==> config.mk <==
export PLATFORM = sky130hd
export DESIGN_NAME = i2c_busy_tracker
export DESIGN_NICKNAME = d
export VERILOG_FILES = /design/src/rtl/i2cbt_pkg.sv /design/src/rtl/i2cbt_line_sync.sv /design/src/rtl/i2cbt_cond_detect.sv /design/src/rtl/i2cbt_busy_track.sv /design/src/rtl/i2cbt_valid_qual.sv /design/src/rtl/i2c_busy_tracker.sv
export SDC_FILE = /design/constraint.sdc
export NUM_CORES = 1
export LEC_CHECK = 0
export BUFFER_PORTS_ARGS = -buffer_cell sky130_fd_sc_hd__clkbuf_2
export CAP_MARGIN = 20
export CORE_MARGIN = 1
export CORE_UTILIZATION = 41
export DETAILED_ROUTE_END_ITERATION = 8
export MAX_ROUTING_LAYER = met4
export SLEW_MARGIN = 40
export SYNTH_ARGS = -nofsm -noshare
export SYNTH_HDL_FRONTEND = slang
export SYNTH_SLANG_ARGS = --single-unit
==> constraint.sdc <==
create_clock -name clk -period 3.4 [get_ports clk]
set_clock_uncertainty 0.05 [all_clocks]
set_input_delay 0.17 -clock clk [delete_from_list [all_inputs] [get_ports clk]]
set_output_delay 0.17 -clock clk [all_outputs]
set_load 0.005 [all_outputs]
==> src/rtl/i2cbt_pkg.sv <==
package i2cbt_pkg;

    // One sample of the two bus wires; sda is the upper bit.
    typedef struct packed {
        logic sda;
        logic scl;
    } line_pair_t;

    // Conditions decoded from two consecutive samples.
    typedef struct packed {
        logic start;
        logic stop;
        logic low_hold;
    } bus_evt_t;

    // Trust state of the busy flag.
    typedef enum logic [1:0] {
        VQ_UNSURE  = 2'd0,
        VQ_CHECK   = 2'd1,
        VQ_TRUSTED = 2'd2,
        VQ_EXPIRED = 2'd3
    } vq_state_t;

    // Busy value taken from bare levels: only SDA low with SCL high says busy.
    function automatic logic busy_from_levels(line_pair_t l);
        return (!l.sda) && l.scl;
    endfunction

    function automatic logic lines_idle(line_pair_t l);
        return l.sda && l.scl;
    endfunction

endpackage

==> src/rtl/i2cbt_line_sync.sv <==
module i2cbt_line_sync
    import i2cbt_pkg::*;
#(
    parameter int STAGES = 2
) (
    input  logic       clk,
    input  logic       rst,
    input  logic       sda_raw,
    input  logic       scl_raw,
    output line_pair_t cur,
    output line_pair_t prev
);
    localparam int LAST = STAGES - 1;

    logic [LAST:0][1:0] pipe;
    line_pair_t         prev_q;

    // Idle bus (both high) is the reset value of every stage.
    always_ff @(posedge clk) begin
        if (rst) begin
            pipe   <= '1;
            prev_q <= '1;
        end else begin
            pipe[0] <= {sda_raw, scl_raw};
            for (int s = 1; s < STAGES; s++) begin
                pipe[s] <= pipe[s-1];
            end
            prev_q <= line_pair_t'(pipe[LAST]);
        end
    end

    assign cur  = line_pair_t'(pipe[LAST]);
    assign prev = prev_q;

endmodule

==> src/rtl/i2cbt_cond_detect.sv <==
module i2cbt_cond_detect
    import i2cbt_pkg::*;
(
    input  line_pair_t cur,
    input  line_pair_t prev,
    output bus_evt_t   evt
);
    logic scl_steady_high;

    always_comb begin
        scl_steady_high = prev.scl && cur.scl;
        evt.start    = scl_steady_high && prev.sda && !cur.sda;
        evt.stop     = scl_steady_high && !prev.sda && cur.sda;
        evt.low_hold = busy_from_levels(cur);
    end

endmodule

==> src/rtl/i2cbt_busy_track.sv <==
module i2cbt_busy_track
    import i2cbt_pkg::*;
(
    input  logic       clk,
    input  logic       rst,
    input  logic       enable,
    input  logic       soft_rst,
    input  logic       free_clr,
    input  line_pair_t cur,
    input  bus_evt_t   evt,
    output logic       busy,
    output logic       bus_free,
    output logic       load_pend
);
    logic hold;
    assign hold = !enable || soft_rst;

    always_ff @(posedge clk) begin
        if (rst || hold) begin
            busy      <= 1'b0;
            bus_free  <= 1'b0;
            load_pend <= 1'b1;
        end else if (load_pend) begin
            // First enabled cycle: take the flag from the wire levels.
            busy      <= busy_from_levels(cur);
            load_pend <= 1'b0;
        end else begin
            if (evt.stop) begin
                busy     <= 1'b0;
                bus_free <= 1'b1;
            end else begin
                if (evt.start || evt.low_hold) begin
                    busy <= 1'b1;
                end
                if (free_clr) begin
                    bus_free <= 1'b0;
                end
            end
        end
    end

endmodule

==> src/rtl/i2cbt_valid_qual.sv <==
module i2cbt_valid_qual
    import i2cbt_pkg::*;
#(
    parameter int QUIET_CYCLES   = 1_000_000,
    parameter int TIMEOUT_CYCLES = 5_000_000
) (
    input  logic       clk,
    input  logic       rst,
    input  logic       enable,
    input  logic       soft_rst,
    input  logic       check_req,
    input  logic       busy,
    input  logic       bus_free,
    input  line_pair_t cur,
    output logic       busy_valid,
    output logic       check_timeout
);
    localparam int QW = $clog2(QUIET_CYCLES + 1);
    localparam int TW = $clog2(TIMEOUT_CYCLES + 1);
    localparam logic [QW-1:0] Q_LAST = QW'(QUIET_CYCLES - 1);
    localparam logic [TW-1:0] T_LAST = TW'(TIMEOUT_CYCLES - 1);

    vq_state_t     state;
    logic [QW-1:0] quiet_cnt;
    logic [TW-1:0] wait_cnt;
    logic          activity;
    logic          idle_now;
    logic          quiet_done;
    logic          wait_done;

    always_comb begin
        activity   = busy || bus_free;
        idle_now   = lines_idle(cur);
        quiet_done = idle_now && (quiet_cnt == Q_LAST);
        wait_done  = (wait_cnt == T_LAST);
    end

    always_ff @(posedge clk) begin
        if (rst || !enable || soft_rst) begin
            state     <= VQ_UNSURE;
            quiet_cnt <= '0;
            wait_cnt  <= '0;
        end else begin
            unique case (state)
                VQ_UNSURE, VQ_EXPIRED: begin
                    if (activity) begin
                        state <= VQ_TRUSTED;
                    end else if (check_req) begin
                        state     <= VQ_CHECK;
                        quiet_cnt <= '0;
                        wait_cnt  <= '0;
                    end
                end
                VQ_CHECK: begin
                    if (activity || quiet_done) begin
                        state <= VQ_TRUSTED;
                    end else if (wait_done) begin
                        state <= VQ_EXPIRED;
                    end else begin
                        quiet_cnt <= idle_now ? quiet_cnt + 1'b1 : '0;
                        wait_cnt  <= wait_cnt + 1'b1;
                    end
                end
                default: state <= VQ_TRUSTED;
            endcase
        end
    end

    assign busy_valid    = (state == VQ_TRUSTED);
    assign check_timeout = (state == VQ_EXPIRED);

endmodule

==> src/rtl/i2c_busy_tracker.sv <==
module i2c_busy_tracker
    import i2cbt_pkg::*;
#(
    parameter int SYNC_STAGES    = 2,
    parameter int QUIET_CYCLES   = 1_000_000,
    parameter int TIMEOUT_CYCLES = 5_000_000
) (
    input  logic clk,
    input  logic rst,
    input  logic enable,
    input  logic soft_rst,
    input  logic sda_in,
    input  logic scl_in,
    input  logic check_req,
    input  logic free_clr,
    output logic busy,
    output logic bus_free,
    output logic busy_valid,
    output logic start_ok,
    output logic check_timeout
);
    line_pair_t cur_lines;
    line_pair_t prev_lines;
    bus_evt_t   evt;
    logic       load_pend;

    i2cbt_line_sync #(.STAGES(SYNC_STAGES)) u_sync (
        .clk     (clk),
        .rst     (rst),
        .sda_raw (sda_in),
        .scl_raw (scl_in),
        .cur     (cur_lines),
        .prev    (prev_lines)
    );

    i2cbt_cond_detect u_detect (
        .cur  (cur_lines),
        .prev (prev_lines),
        .evt  (evt)
    );

    i2cbt_busy_track u_track (
        .clk       (clk),
        .rst       (rst),
        .enable    (enable),
        .soft_rst  (soft_rst),
        .free_clr  (free_clr),
        .cur       (cur_lines),
        .evt       (evt),
        .busy      (busy),
        .bus_free  (bus_free),
        .load_pend (load_pend)
    );

    i2cbt_valid_qual #(
        .QUIET_CYCLES   (QUIET_CYCLES),
        .TIMEOUT_CYCLES (TIMEOUT_CYCLES)
    ) u_qual (
        .clk           (clk),
        .rst           (rst),
        .enable        (enable),
        .soft_rst      (soft_rst),
        .check_req     (check_req),
        .busy          (busy),
        .bus_free      (bus_free),
        .cur           (cur_lines),
        .busy_valid    (busy_valid),
        .check_timeout (check_timeout)
    );

    assign start_ok = busy_valid && !busy;

endmodule

==> results of run 1 <==
Yosys cell counts (all sizes together):
| library cell | instances | share of area, % |
|---|---|---|
| xnor2 | 1 | 0.31 |
| a21oi | 10 | 2.2 |
| nand4 | 5 | 1.1 |
| inv | 8 | 1.1 |
| mux2 | 1 | 0.40 |
| o31ai | 18 | 5.0 |
| o32ai | 1 | 0.31 |
| nor4 | 7 | 2.3 |
| nor4b | 4 | 1.7 |
| or4b | 1 | 0.36 |
| o21ai | 41 | 7.3 |
| o311ai | 2 | 0.63 |
| or4 | 4 | 1.1 |
| nor3 | 3 | 0.94 |
| a41oi | 2 | 0.63 |
| o41ai | 5 | 1.6 |
| nand3 | 34 | 6.1 |
| nor3b | 3 | 0.98 |
| dfxtp | 54 | 39 |
| nor2b | 2 | 0.45 |
| a41o | 1 | 0.36 |
| nor4bb | 2 | 0.72 |
| buf | 8 | 2.1 |
| and3 | 7 | 1.6 |
| and2 | 4 | 0.90 |
| nand2b | 5 | 1.1 |
| clkbuf | 4 | 0.58 |
| a31oi | 7 | 1.6 |
| o21a | 2 | 0.54 |
| a21boi | 2 | 0.54 |
| nand2 | 27 | 3.7 |
| and4 | 2 | 0.63 |
| ha | 5 | 2.2 |
| nor2 | 23 | 3.3 |
| mux2i | 2 | 0.72 |
| or2 | 9 | 2.1 |
| o22a | 1 | 0.36 |
| o211ai | 5 | 1.3 |
| o31a | 1 | 0.31 |
| o22ai | 2 | 0.67 |
| or3 | 6 | 1.3 |
| clkinv | 1 | 0.13 |
registers in the layout, indices dropped and copies added, names as in the netlist:
name               count
u_qual.quiet_cnt      20
u_qual.state           2
u_qual.wait_cnt       23
u_sync.cur             2
u_sync.pipe            2
u_sync.prev            2
u_track.bus_free       1
u_track.busy           1
u_track.load_pend      1
power by group through the flow:
stage	Clock [W]	Combinational, W	Sequential, W
4_1_cts	0.000455	0.0000492	0.000639
5_1_grt	0.000476	0.0000551	0.000640
6_report	0.000439	0.0000489	0.000639
2_1_floorplan	0	0.0000376	0.000653
3_5_place_dp	0	0.0000472	0.000654
3_3_place_gp	0	0.0000473	0.000654
layer usage:
layer	global-route usage, %	share of wire, %	vias up
met5	-	0	-
met1	25.7	50	1190
li1	-	-	1273
met4	6.32	1.3	0
met3	3.15	2.9	7
met2	32.2	46	31
logic make-up (layout without fill, tap and decap cells):
| logic type | after synthesis | count (layout) |
|---|---|---|
| compound gates | 100 | 100 |
| xor+xnor | 1 | 1 |
| fa+ha+maj | 5 | 5 |
| buf+inv | 21 | 31 |
| flops | 54 | 54 |
| mux | 3 | 3 |
| simple gates | 148 | 148 |
stage by stage:
step                area [um2]  setup slack, ns
floorplan                 2790             1.44
global placement          2880            0.866
detailed placement        2880            0.814
CTS                       3010            0.795
global route              3010            0.597
finish                    3010            0.771
worst max path at each step:
| stage | end | slack, ns |
|---|---|---|
| after floorplan | u_qual.wait_cnt[8] | 1.44 |
| after global placement | u_qual.quiet_cnt[11] | 0.87 |
| after detailed placement | u_qual.quiet_cnt[11] | 0.81 |
| after CTS | u_qual.quiet_cnt[11] | 0.79 |
| after global routing | u_qual.quiet_cnt[11] | 0.60 |
| final | u_qual.quiet_cnt[11] | 0.77 |
final cells by class:
| cell class | count | area, um2 | share of cell area (%) |
|---|---|---|---|
| Inverter | 9 | 33.8 | 1.12 |
| Multi-Input combinational cell | 257 | 1610 | 53.4 |
| Clock inverter | 2 | 37.5 | 1.25 |
| Sequential cell | 54 | 1080 | 36.0 |
| Tap cell | 77 | 96.3 | 3.20 |
| Timing Repair Buffer | 14 | 80.1 | 2.66 |
| Clock buffer | 6 | 72.6 | 2.41 |
worst max-delay path: cells and delay by family (launching register included):
| kind | cells | cell delay, ns |
|---|---|---|
| compound gates | 2 | 0.64 |
| fa+ha+maj | 1 | 0.24 |
| flops | 1 | 0.36 |
| simple gates | 4 | 1.23 |
==> impl_metrics.tcl, run 1 <==
set metrics [dict create \
    slew_headroom_pct 53.0 \
    synth_area_um2 2790 \
    fill_cells 663 \
    synthCells 332 \
    fp.dieW_um 84.6 \
    n_antenna_cell 0 \
    maxSlewViolCount 0 \
    hold_path_end "u_sync.prev[0]" \
    rsz0062_at_grt "no" \
    synth_top_family_by_area "simple AND/OR/NAND/NOR gates" \
    detail-route-antenna-nets 0 \
    core_um2 6460 \
    power.share.switching_pct 22.6 \
    crit_path_end_kind "flip-flop" \
    track_usage_pct 20.0 \
    cts_hold_repair.buffers 2 \
    dp.cells 409 \
    min-delay-start "rst" \
    ff2ff_path_depth 7 \
    cts_num_sinks 54 \
    ys_ff_latch 54 \
    ioPinCount 13 \
    period_share_pct 77.3 \
    crit_slowest_cell "o41ai_1" \
    postCtsSetupBuffers 0 \
    dr.pass1.iters 4 \
    ir_drop_v 0.000226 \
    cp.arrival_ns 2.79 \
    holdPathStages 2 \
    path_cells "ha_1 > nand3_1 > or2_1 > o22ai_2 > nor2_2 > nand2_1 > o41ai_1" \
    slowest_delay_ns 0.49 \
    power_frac_seq_pct 56.7 \
    synth_compound_area_share_pct 23.4 \
    synth-adder-area-share_pct 2.24 \
    cts-root-buf "clkbuf_8" \
    startpoint "u_qual.quiet_cnt[0]" \
    die_area_um2 7150 \
    area_delta_synth_final_pct 7.61 \
    synth-simple-area-share_pct 30.4 \
    hold_viol 0 \
    cts_resized 0 \
    grt_pass1_vias 2365 \
    worst_pin_slew_ns 0.704 \
    setup_tns_ns 0 \
    synth_cell_types 60 \
    syn_avg_cell_area_um2 8.42 \
    final_core_util_pct 46.6 \
    layout_common_cells "dfxtp_1 (54), nand3_1 (34), nand2_1 (26), o21ai_1 (26), nor2_1 (21)" \
    clkPwrFrac_pct 39.0 \
    h-tree-depth 2 \
    p_sw_w 0.000255 \
    syn_nets 345 \
    avgRoutedWirePerCell_um 15.3 \
    cts_buffer_depth 2 \
    drive_above_1_share_pct 12.3 \
    r2r-end "u_qual.quiet_cnt[11]" \
    drc 0 \
    nets 354 \
    synthXorXnorAreaFrac_pct 0.313 \
    max_freq_mhz 380 \
    hpwl_um 4440 \
    vias 2501 \
    power_w 0.00113 \
    drt_iter0_markers 112 \
    finalCriticalPeriod_ns 2.63 \
    fin_hold_ws_ns 0.0647 \
    initial_utilization_pct 43.3 \
    cts_made_buffers 5 \
    p_leak_nw 1.00 \
    drt-total-wl_um 6410 \
    grt_pass1_wl_um 11200 \
    power.internal_w 0.000873 \
    via_per_inst 5.97 \
    grt_max_degree 27 \
    worstReg2RegStart "u_qual.quiet_cnt[0]" \
    synthMuxAreaShare_pct 1.12 \
    antenna_found_initial 0 \
    min_path_type "input pin to flip-flop" \
    rrSetupSlack_ns 0.77 \
    die_h_um 84.6 \
    clk_pin_slew_ns 0.10 \
    clkLatencyLatePin_ns 0.32 \
    path_class "flip-flop to flip-flop" \
    seq_area_frac_synth_pct 38.7 \
    cts_tree "done" \
    p_comb_share_pct 4.3 \
    gp_congestion 0.772 \
    start_kind "flip-flop" \
    status "completed" \
    drv_cap 0 \
    grt_overflow 0 \
    io_buffers 12 \
    synth_warnings 0 \
    crit_required_ns 3.56 \
    std_cell_rows 29 \
    cp_max_fo 14 \
    power_density_nw_per_um2 375 \
    stdcell_count 419 \
    setup_violations 0 \
    final_common_cell "dfxtp_1" \
]
Power figures use the tool's default switching activity.
==> run 2, diff against run 1 <==
ABC_AREA = 1   (was not set)
clock period = 2.7 ns   (was 3.4 ns; I/O delays follow)
==> impl_metrics.tcl, run 2 <==
set metrics [dict create \
    area_delta_synth_final_pct 6.87 \
    ioPinCount 13 \
    grt_pass1_wl_um 15800 \
    initial_utilization_pct 43.0 \
    rsz0062_at_grt "no" \
    grt_max_degree 51 \
    largest_reg_flops 23 \
    fill_cells 925 \
    power_density_nw_per_um2 374 \
    crit_path_end_kind "flip-flop" \
    clk_pin_slew_ns 0.11 \
    worstReg2RegStart "u_qual.state[0]" \
    synth_ff_type "dfxtp_1" \
    hold_viol 0 \
    top_regs "u_qual.wait_cnt (23), u_qual.quiet_cnt (20)" \
    avgRoutedWirePerCell_um 12.3 \
    io_buffers 12 \
    ff2ff_path_depth 8 \
    slowest_delay_ns 0.52 \
    synth_warnings 0 \
    cts_buffer_depth 2 \
    ys_ff_latch 54 \
    synth_area_leaders "dfxtp_1 (30%), nand2_1 (17%), nor2_1 (13%)" \
    synth.top_cell.area_share_pct 30.0 \
    cts-root-buf "clkbuf_8" \
    synth_common_cells "nand2_1 (168), nor2_1 (121), nand3_1 (75)" \
    top_register "u_qual.wait_cnt" \
    min_path_type "input pin to flip-flop" \
    synth-edff-count 0 \
    core_um2 8380 \
    final_common_cell "nand2_1" \
    crit_top_cell "inv_1" \
    crit_required_ns 2.87 \
    status "completed" \
    ir_drop_v 0.000240 \
    cts_made_buffers 5 \
    nets 628 \
    die_h_um 95.8 \
    drc 0 \
    detail-route-antenna-nets 0 \
    dr.pass1.iters 4 \
    holdPathStages 4 \
    antenna_found_initial 0 \
    worst_pin_slew_ns 0.576 \
    n_antenna_cell 0 \
    std_cell_rows 33 \
    slew_headroom_pct 61.6 \
    cp.arrival_ns 2.56 \
    track_usage_pct 22.4 \
    clkLatencyLatePin_ns 0.32 \
    h-tree-depth 2 \
    crit_buf_inv 2 \
    cts_tree "done" \
    cp_top_family "simple AND/OR/NAND/NOR gates" \
    cts_num_sinks 54 \
    grt_pass1_vias 3416 \
    crit_slowest_cell "nand3_4" \
    setup_tns_ns 0 \
    hpwl_um 6370 \
    synth_most_common_cell "nand2_1" \
    final_core_util_pct 46.0 \
    cts_resized 0 \
    drv_cap 0 \
    layout_common_cells "nand2_1 (168), nor2_1 (121), nand3_1 (75)" \
    cp_max_fo 50 \
    multi_input_area_um2 2190 \
    min-delay-start "free_clr" \
    hold_path_end "u_track.bus_free" \
    fp.dieW_um 95.8 \
    vias 3708 \
    seqCellArea_um2 1080 \
    syn_avg_cell_area_um2 5.95 \
    period_share_pct 88.5 \
    maxSlewViolCount 0 \
    drt-total-wl_um 8900 \
    postCtsSetupBuffers 0 \
    gp_congestion 0.933 \
    rrSetupSlack_ns 0.31 \
    setup_violations 0 \
    synth.largest_area_cell "dfxtp_1" \
    synth_area_um2 3610 \
    path_class "flip-flop to flip-flop" \
    drive_above_1_share_pct 8.28 \
    via_per_inst 5.14 \
    start_kind "flip-flop" \
    syn_nets 619 \
    r2r-end "u_qual.quiet_cnt[1]" \
    p_leak_nw 1.36 \
    synthCells 606 \
    seq_area_frac_synth_pct 30.0 \
    grt_overflow 0 \
    die_area_um2 9180 \
    path_cells "inv_1 > ha_1 > inv_1 > o21ai_1 > nor2_4 > nand3_4 > a21oi_1 > nor2_1" \
    finalCriticalPeriod_ns 2.39 \
    drt_iter0_markers 209 \
    async_flop_share_pct 0 \
    max_freq_mhz 419 \
    synth_cell_types 29 \
]
## run 2: metrics by stage
stage	area [um2]	setup WS (ns)	instances	hold slack, ns	total power (W)
5_1_grt	3850	0.0454	721	0.0424	0.00151
3_3_place_gp	3740	0.416	711	0.268	0.000975
2_1_floorplan	3610	0.952	606	0.189	0.000952
4_1_cts	3850	0.309	721	0.0213	0.00146
6_report	3850	0.311	721	0.0258	0.00144
3_5_place_dp	3740	0.331	711	0.270	0.000978
## run 2: worst max-delay path by stage
stage | from | end | slack (ns) | cells past startpoint
2_1_floorplan | u_qual.wait_cnt[0] | u_qual.wait_cnt[7] | 0.95 | 11
3_3_place_gp | u_qual.state[0] | u_qual.quiet_cnt[1] | 0.42 | 8
3_5_place_dp | u_qual.state[0] | u_qual.quiet_cnt[1] | 0.33 | 8
4_1_cts | u_qual.state[0] | u_qual.quiet_cnt[1] | 0.31 | 8
5_1_grt | u_qual.state[0] | u_qual.wait_cnt[18] | 0.05 | 9
6_report | u_qual.state[0] | u_qual.quiet_cnt[1] | 0.31 | 8
## run 2: final cells by class
class	instances	area share [%]
clock inverter	3	0.552
sequential	54	28.0
timing repair buffer	21	3.77
inverter	58	5.65
clock buffer	5	1.79
tap	105	3.41
multi-input combinational	475	56.8
## run 2: routing by layer
layer	GRT usage [%]	routed length (um)	vias up
met2	36.5	4010	78
met5	-	0	-
li1	-	-	1954
met3	2.69	369	9
met4	5.85	123	0
met1	29.3	4400	1667
## run 2: worst reg2reg max path, stage by stage (launching register included)
cell     delay [ns]
dfxtp_1        0.40
inv_1          0.06
ha_1           0.29
inv_1          0.10
o21ai_1        0.12
nor2_4         0.38
nand3_4        0.52
a21oi_1        0.31
nor2_1         0.07
## run 2: power by group
part           switching (W)  internal [W]  total, W
registers         0.00000939      0.000808  0.000817
logic              0.0000983     0.0000453  0.000144
clock network       0.000299      0.000184  0.000482
total               0.000407       0.00104   0.00144
## run 2: cells by family after synthesis
logic type,share of synthesized area [%]
compound gates,7.08
buf+inv,9.47
flops,30.0
simple gates,49.3
xor+xnor,2.43
fa+ha+maj,1.73
## run 2: repair_timing
item	4_1_cts	5_1_grt
hold endpoints to repair	2	0
hold buffers	2	0
setup endpoints to repair	0	0
==> run 3, diff against run 2 <==
CORE_UTILIZATION = 56   (was 41)
PLACE_DENSITY = 0.76   (was not set)
SYNTH_HIERARCHICAL = 1   (was not set)
clock period = 2.1 ns   (was 2.7 ns; I/O delays follow)
==> impl_metrics.tcl, run 3 <==
set metrics [dict create \
    status "completed" \
    maxSlewViolCount 0 \
    top_register "u_qual/wait_cnt" \
    avgRoutedWirePerCell_um 11.6 \
    setup_tns_ns 0 \
    rrSetupSlack_ns 0.17 \
    synth.top_cell.area_share_pct 30.0 \
    power_density_nw_per_um2 527 \
    p_sw_w 0.000557 \
    top_regs "u_qual/wait_cnt (23), u_qual/quiet_cnt (20)" \
    fill_cells 582 \
    cp.arrival_ns 2.13 \
    crit_path_end_kind "flip-flop" \
    clkLatencyLatePin_ns 0.32 \
    initial_utilization_pct 59.4 \
    cp_max_fo 35 \
    cts_made_buffers 5 \
    route.met2.wl_um 3460 \
    ys_ff_latch 54 \
    seq_area_frac_synth_pct 30.0 \
    clkPwrFrac_pct 36.2 \
    die_area_um2 6750 \
    cts_resized 0 \
    synth_cell_types 29 \
    rsz0062_at_grt "no" \
    nets 640 \
    finalCriticalPeriod_ns 1.93 \
    hold_viol 0 \
    drc 0 \
    fp.dieW_um 82.2 \
    drive_above_1_share_pct 8.44 \
    period_share_pct 91.9 \
    power.internal_w 0.00148 \
    power.share.switching_pct 27.3 \
    drv_cap 0 \
    worst_pin_slew_ns 0.469 \
    detail-route-antenna-nets 0 \
    drt-total-wl_um 8190 \
    gp_congestion 0.955 \
    syn_nets 625 \
    setup_violations 0 \
    m1WireLength_um 4190 \
    cts-root-buf "clkbuf_8" \
    crit_required_ns 2.30 \
    synth_area_leaders "dfxtp_1 (30%), nand2_1 (18%), nor2_1 (15%)" \
    ir_drop_v 0.000428 \
    min_path_type "input pin to flip-flop" \
    via_per_inst 5.16 \
    synth-edff-count 0 \
    synth_most_common_cell "nand2_1" \
    syn_avg_cell_area_um2 5.88 \
    async_flop_share_pct 0 \
    cts_tree "done" \
    final_core_util_pct 63.9 \
    final_common_cell "nand2_1" \
    slew_headroom_pct 68.7 \
    max_freq_mhz 518 \
    hpwl_um 5880 \
    area_delta_synth_final_pct 7.54 \
    dr.pass1.iters 5 \
    path_class "flip-flop to flip-flop" \
    cts_hold_repair.buffers 4 \
    ioPinCount 13 \
    std_cell_rows 28 \
    vias 3626 \
    io_buffers 12 \
    core_um2 6060 \
    cts_buffer_depth 2 \
    synth_ff_type "dfxtp_1" \
    synth.largest_area_cell "dfxtp_1" \
    power_frac_seq_pct 52.3 \
    synth_warnings 6 \
    topRoutingLayerUsed "met4" \
    track_usage_pct 27.0 \
    n_antenna_cell 0 \
    die_h_um 82.2 \
    drt_iter0_markers 336 \
    synth_area_um2 3600 \
    p_comb_share_pct 11.4 \
    grt_pass1_vias 3099 \
    grt_pass1_wl_um 13700 \
    grt_overflow 0 \
    cts_num_sinks 54 \
    antenna_found_initial 0 \
    synth_common_cells "nand2_1 (172), nor2_1 (140), inv_1 (67), nand3_1 (67), dfxtp_1 (54)" \
    h-tree-depth 2 \
    dr_wl_met3_um 494 \
    grt_max_degree 36 \
    postCtsSetupBuffers 0 \
    synthCells 612 \
    start_kind "flip-flop" \
    power_w 0.00204 \
    clk_pin_slew_ns 0.11 \
    p_leak_nw 1.63 \
    largest_reg_flops 23 \
    layout_common_cells "nand2_1 (172), nor2_1 (140), inv_1 (67), nand3_1 (67), dfxtp_1 (54)" \
]
==> run 3: cell count changes after synthesis, sizes merged, moves of 2 or more <==
| cell | previous run | this run |
|---|---|---|
| a21oi | 37 | 20 |
| nand3 | 78 | 69 |
| and3 | 2 | 0 |
| nor3 | 7 | 5 |
| nor2 | 127 | 147 |
| xor2 | 9 | 13 |
| nand4 | 16 | 6 |
| or2 | 7 | 0 |
| nand2 | 170 | 177 |
| inv | 58 | 71 |
| o21ai | 8 | 16 |
==> run 3: power by group through the flow <==
stage               sequential, W  clock, W  combinational (W)
floorplan                 0.00109         0           0.000196
global placement          0.00109         0           0.000221
detailed placement        0.00109         0           0.000226
CTS                       0.00107  0.000764           0.000232
global route              0.00107  0.000792           0.000270
finish                    0.00107  0.000739           0.000233
==> run 3: kinds of logic (layout without fill, tap and decap cells) <==
family / Yosys count / after routing / synth area share, %
and+or+nand+nor: 408 / 408 / 47.6
buffers and inverters: 90 / 106 / 10.9
DFF: 54 / 54 / 30.0
AOI/OAI and AO/OA: 40 / 40 / 6.08
xor gates and xnor gates: 15 / 15 / 3.65
adders and majority gates: 5 / 5 / 1.74
==> run 3: path summary, 6_finish.rpt <==
path	start	endpoint	cells past startpoint
setup / recovery	u_qual/quiet_cnt[0]	u_qual/quiet_cnt[11]	9
hold / removal	rst	u_track/load_pend	3
setup reg to reg	u_qual/quiet_cnt[0]	u_qual/quiet_cnt[11]	9
hold reg to reg	u_sync/pipe[1]	u_sync/cur[1]	2
==> run 3: area by class of cell <==
class                           count  area [um2]  area share, %
Multi-Input combinational cell    468        2130           55.0
Sequential cell                    54        1080           27.9
Inverter                           71         267           6.88
Timing Repair Buffer               27         183           4.72
Tap cell                           75        93.8           2.42
Clock buffer                        5        68.8           1.78
Clock inverter                      3        47.5           1.23
==> run 3: worst max-delay path: stages, from the launching register on <==
cell and delay [ns]:
dfxtp_1 0.41, ha_1 0.28, nand3_2 0.16, nor2_1 0.14
nand3_1 0.15, nand3_2 0.12, nand2_2 0.10, nand2_8 0.21
nand2_1 0.09, a21oi_1 0.15
==> run 3: routing by layer <==
layer | global-route usage (%) | vias up
met5 | - | -
met1 | 37.5 | 1574
li1 | - | 1926
met4 | 5.96 | 0
met3 | 3.85 | 6
met2 | 41.3 | 120
==> run 3: through the flow <==
step	worst slack (ns)	cell area (um2)	hold slack [ns]	instances
after floorplan	0.443	3600	0.140	612
after detailed placement	0.226	3710	0.233	691
after CTS	0.199	3870	0.00899	703
after global routing	0.00521	3870	0.0234	703
final	0.171	3870	0.0219	703
after global placement	0.286	3710	0.227	691
